`src/rtl/clkgen_ctrl_pkg.sv`:
```
package clkgen_ctrl_pkg;
    localparam int DATA_W = 8;
    localparam int ADDR_W = 2;

    localparam logic [ADDR_W-1:0] LOC_CTRL = 2'd0;
    localparam logic [ADDR_W-1:0] LOC_DIV  = 2'd1;
    localparam logic [ADDR_W-1:0] LOC_MUL  = 2'd2;
    localparam logic [ADDR_W-1:0] LOC_RNG  = 2'd3;

    localparam int BIT_EN  = 0;
    localparam int BIT_SEL = 1;

    typedef struct packed {
        logic              en;
        logic              sel;
        logic [DATA_W-1:0] div;
        logic [DATA_W-1:0] mul;
        logic [DATA_W-1:0] rng;
        logic              rej;
    } ctrl_state_t;
endpackage

```
`src/rtl/clkgen_interlock.sv`:
```
module clkgen_interlock (
    input  logic cur_en,
    input  logic cur_sel,
    input  logic rng_zero,
    input  logic req_en,
    input  logic req_sel,
    output logic nxt_en,
    output logic nxt_sel,
    output logic refused
);
    logic chg_en;
    logic chg_sel;

    always_comb begin
        chg_en  = (req_en != cur_en);
        chg_sel = (req_sel != cur_sel);
        nxt_en  = cur_en;
        nxt_sel = cur_sel;
        refused = 1'b0;
        if (chg_en && chg_sel) begin
            refused = 1'b1;
        end else if (chg_sel) begin
            if (req_sel && (!cur_en || rng_zero)) begin
                refused = 1'b1;
            end else begin
                nxt_sel = req_sel;
            end
        end else if (chg_en) begin
            if (!req_en && cur_sel) begin
                refused = 1'b1;
            end else begin
                nxt_en = req_en;
            end
        end
    end
endmodule

```
`src/rtl/clkgen_factor_map.sv`:
```
module clkgen_factor_map #(
    parameter int W = 8
) (
    input  logic [W-1:0] raw,
    output logic [W-1:0] eff
);
    localparam logic [W-1:0] ONE = W'(1);

    always_comb begin
        eff = (raw == '0) ? ONE : raw;
    end
endmodule

```
`src/rtl/clkgen_ctrl.sv`:
```
module clkgen_ctrl
    import clkgen_ctrl_pkg::*;
(
    input  logic              clk,
    input  logic              rst_n,
    input  logic              wr_en,
    input  logic [ADDR_W-1:0] addr,
    input  logic [DATA_W-1:0] wr_data,
    output logic [DATA_W-1:0] rd_data,
    output logic [DATA_W-1:0] div_eff,
    output logic [DATA_W-1:0] mul_eff,
    output logic [DATA_W-1:0] rng_val,
    output logic              pll_active,
    output logic              sel_pll_req,
    output logic              wr_rej
);
    localparam int NFAC = 2;

    ctrl_state_t st_d, st_q;

    logic il_en, il_sel, il_ref;

    clkgen_interlock u_lock (
        .cur_en  (st_q.en),
        .cur_sel (st_q.sel),
        .rng_zero(st_q.rng == '0),
        .req_en  (wr_data[BIT_EN]),
        .req_sel (wr_data[BIT_SEL]),
        .nxt_en  (il_en),
        .nxt_sel (il_sel),
        .refused (il_ref)
    );

    logic [DATA_W-1:0] fac_raw [NFAC];
    logic [DATA_W-1:0] fac_eff [NFAC];

    assign fac_raw[0] = st_q.div;
    assign fac_raw[1] = st_q.mul;

    generate
        for (genvar g = 0; g < NFAC; g++) begin : g_map
            clkgen_factor_map #(.W(DATA_W)) u_map (
                .raw(fac_raw[g]),
                .eff(fac_eff[g])
            );
        end
    endgenerate

    always_comb begin
        st_d     = st_q;
        st_d.rej = 1'b0;
        if (wr_en) begin
            unique case (addr)
                LOC_CTRL: begin
                    st_d.en  = il_en;
                    st_d.sel = il_sel;
                    st_d.rej = il_ref;
                end
                LOC_DIV: st_d.div = wr_data;
                LOC_MUL: st_d.mul = wr_data;
                LOC_RNG: begin
                    st_d.rng = wr_data;
                    if (wr_data == '0) st_d.sel = 1'b0;
                end
                default: ;
            endcase
        end
    end

    always_ff @(posedge clk) begin
        if (!rst_n) st_q <= '0;
        else        st_q <= st_d;
    end

    always_comb begin
        unique case (addr)
            LOC_CTRL: begin
                rd_data          = '0;
                rd_data[BIT_EN]  = st_q.en;
                rd_data[BIT_SEL] = st_q.sel;
            end
            LOC_DIV: rd_data = st_q.div;
            LOC_MUL: rd_data = st_q.mul;
            default: rd_data = st_q.rng;
        endcase
    end

    assign div_eff     = fac_eff[0];
    assign mul_eff     = fac_eff[1];
    assign rng_val     = st_q.rng;
    assign pll_active  = st_q.en && (st_q.rng != '0);
    assign sel_pll_req = st_q.sel;
    assign wr_rej      = st_q.rej;
endmodule

```
`config.mk`:
```
export PLATFORM = sky130hd
export DESIGN_NAME = clkgen_ctrl
export DESIGN_NICKNAME = d
export VERILOG_FILES = /design/src/rtl/clkgen_ctrl_pkg.sv /design/src/rtl/clkgen_interlock.sv /design/src/rtl/clkgen_factor_map.sv /design/src/rtl/clkgen_ctrl.sv
export SDC_FILE = /design/constraint.sdc
export NUM_CORES = 1
export LEC_CHECK = 0
export BUFFER_PORTS_ARGS = -buffer_cell sky130_fd_sc_hd__buf_2
export CAP_MARGIN = 20
export CORE_MARGIN = 10
export CORE_UTILIZATION = 44
export CTS_BUF_LIST = sky130_fd_sc_hd__clkbuf_4 sky130_fd_sc_hd__clkbuf_8
export DETAILED_ROUTE_END_ITERATION = 7
export PLACE_DENSITY = 0.71
export SYNTH_ARGS = -nofsm -noshare
export SYNTH_HDL_FRONTEND = slang
export SYNTH_SLANG_ARGS = --single-unit
```
`constraint.sdc`:
```
create_clock -name clk -period 3.6 [get_ports clk]
set_clock_uncertainty 0.1 [all_clocks]
set_input_delay 0.36 -clock clk [delete_from_list [all_inputs] [get_ports clk]]
set_output_delay 0.36 -clock clk [all_outputs]
set_load 0.03 [all_outputs]
```
==> impl_metrics.py <==
metrics = {
    "power_and_ir_drop": {
        "vdd_drop_max_mv": 0.143,
        "p_leak_nw": 0.868,
        "p_per_area_mw_per_mm2": 347,
    },
    "placement": {
        "dp_hpwl_mm": 3.04,
        "post-place-ws_ps": 1580,
        "io_buffers": 47,
        "gp_congestion": 0.802,
    },
    "route": {
        "num_vias": 1197,
        "dr.pass1.iters": 4,
        "routed_wl_mm": 3.91,
        "drtIter0Drc": 74,
        "drc": 0,
        "ant_nets": 0,
        "vias_per_cell": 5.25,
        "wl_per_cell_um": 17.2,
    },
    "cts": {
        "cts_root_buf": "clkbuf_4",
        "cts_tree": "yes",
        "postCtsSetupBuffers": 0,
        "cts_buffer_depth": 2,
        "htreeDepth": 1,
        "clkLatencyLatePin_ps": 340,
        "holdBufCountCts": 0,
        "numClockSinks": 27,
        "numCtsBuffers": 3,
        "cts_resized": 0,
        "clk_pin_slew_worst_paths_ps": 150,
    },
    "cells_and_area": {
        "fill_cells": 332,
        "insertedDiodeCount": 0,
        "drive_gt1_frac": 0.357,
        "syn_to_final_growth_pct": 13.2,
        "num-nets-final": 196,
    },
    "setup_path": {
        "rr_worst_depth": 4,
        "critical_path_required_ps": 3140,
        "end_kind": "primary output",
        "path_buf_inv": 2,
        "critPathMaxFanout": 4,
        "start_kind": "flip-flop",
        "path_cells": "or4_4 > o21ai_4 > inv_1 > buf_2",
        "r2r_end": "sel_pll_req$_SDFFE_PN0P_",
        "worstPathArrival_ps": 1670,
        "rrSetupSlack_ps": 1910,
        "crit_type": "reg -> out",
        "cp_slowest_cell": "or4_4",
        "path_delay_family": "simple AND/OR/NAND/NOR gates",
        "crit_path_max_incr_delay_ps": 560,
        "path_depth": 4,
        "r2r-start": "rng_val[2]$_SDFFE_PN0P_",
    },
    "grt": {
        "grt_overflow": 0,
        "antenna_found_initial": 0,
        "grt_max_degree": 28,
        "grt_pass1_wl_mm": 6.26,
        "grt_use_total": 0.124,
        "first_global_vias": 1252,
    },
    "floorplanning": {
        "initial_utilization": 0.452,
        "io_pins": 48,
        "design.core.area_mm2": 0.00331,
        "die_h_um": 78.3,
        "die_area_mm2": 0.00613,
        "die_width_um": 78.3,
        "rows": 21,
    },
    "logic_synthesis": {
        "synth_top_area_share": 0.362,
        "synth.distinct_cells": 33,
        "ys_async_sr_fraction": 0,
        "syn_inst": 155,
        "synthAdderAreaFrac": 0,
        "synth_xor_area_frac": 0.0117,
        "synth_nets": 168,
        "synth_common_cells": "dfxtp_1 (27), nor2b_1 (26), mux2i_1 (22)",
        "yosys_warnings": 0,
        "synth_most_common_cell": "dfxtp_1",
        "synth_edf_count": 0,
        "yosys-mux-area-fraction": 0.223,
        "synth_compound_area_frac": 0.100,
        "synth_seq_area_share": 0.362,
        "synth_top_family_by_area": "multiplexers",
        "synthSimpleGateAreaFrac": 0.213,
        "postSynthAreaPerCell_um2": 9.65,
        "ys_seq_elements": 27,
        "yosys-top-cells-area": "dfxtp_1 (36%), mux2i_1 (15%), nor2b_1 (11%)",
        "syn_area_mm2": 0.00150,
        "synth_ff_type": "dfxtp_1",
        "yosys.area.top_type": "dfxtp_1",
    },
    "sta": {
        "finalCritPeriodShare": 0.590,
        "fin_ws_ps": 1470,
        "fin_crit_ps": 2130,
        "setup_viol": 0,
        "slew_headroom": 0.640,
        "slew_viol_final": 0,
        "worst_slew_pin_slew_ps": 539,
        "timing.fmax_mhz": 470,
        "final_hold_viol_count": 0,
        "finalSetupTns_ps": 0,
        "rsz0062_at_grt": "no",
    },
    "status": {
        "status": "completed",
    },
    "min_path": {
        "whs_endpoint": "fac_raw[15]$_SDFFE_PN0P_",
        "hold_path_class": "in -> reg",
        "hold_path_startpoint": "wr_data[7]",
        "whs_path_depth": 3,
    },
    "job": {
        "max_cap_violations": 0,
    },
}
flip-flops by register name, summed over array words and instances (netlist names):
register	count
st_q	1
rng_val	8
fac_raw	16
wr_rej	1
sel_pll_req	1
power by group:
group          total (W)  internal (W)  leakage (nW)  switching, W
logic           0.000126     0.0000479         0.630     0.0000776
registers       0.000319      0.000309         0.219     0.0000105
clock network   0.000142     0.0000511        0.0184     0.0000910
total           0.000587      0.000408         0.868      0.000179
area by class of cell:
cell class | instances | area [um2] | area share
clock buffer | 4 | 30.0 | 0.0177
inverter | 3 | 11.3 | 0.00665
multi-input combinational | 101 | 818 | 0.483
tap | 46 | 57.6 | 0.0340
sequential | 27 | 541 | 0.319
timing repair buffer | 47 | 235 | 0.139
worst min-delay path: stages:
cell and delay, ps:
buf_2 110, mux2i_1 70, nor2b_1 90
layer usage:
layer  track usage  share of wire
met4        0.0376          0.013
met1         0.152           0.45
met2         0.202           0.47
met5             0              0
met3        0.0376          0.072
cells in the final DEF (no fill, tap or decap), types with 4 or more instances in the layout:
cell / Yosys / layout
buf_2: 2 / 47
dfxtp_1: 27 / 27
nor2b_1: 26 / 26
mux2i_1: 22 / 22
mux2_2: 6 / 6
a22o_1: 6 / 6
nor4_1: 5 / 5
nor2_1: 4 / 4
clkbuf_4: 0 / 4
cells by family (layout without fill, tap and decap cells):
family,count (synthesis),after routing
buf+inv,27,54
simple gates,51,51
compound gates,18,18
xor+xnor,2,2
flops,27,27
mux,30,30
metrics by stage:
| stage | instance area [um2] | power, W | hold slack, ps | utilization | instances |
|---|---|---|---|---|---|
| after global routing | 1690 | 0.000610 | 246 | 0.511 | 228 |
| after detailed placement | 1660 | 0.000452 | 448 | 0.502 | 224 |
| after floorplan | 1500 | 0.000421 | 388 | - | 155 |
| after global placement | 1660 | 0.000449 | 438 | 0.502 | 224 |
| after CTS | 1690 | 0.000591 | 217 | 0.511 | 228 |
| final | 1690 | 0.000587 | 219 | 0.511 | 228 |
how the worst max path moves through the flow:
stage | from | end | slack (ps)
floorplan | addr[0] | rd_data[2] | 1780
global placement | addr[0] | rd_data[7] | 1610
detailed placement | addr[0] | rd_data[7] | 1580
CTS | rng_val[2]$_SDFFE_PN0P_ | pll_active | 1460
global route | rng_val[2]$_SDFFE_PN0P_ | pll_active | 1400
finish | rng_val[2]$_SDFFE_PN0P_ | pll_active | 1470
Power figures use the tool's default switching activity.
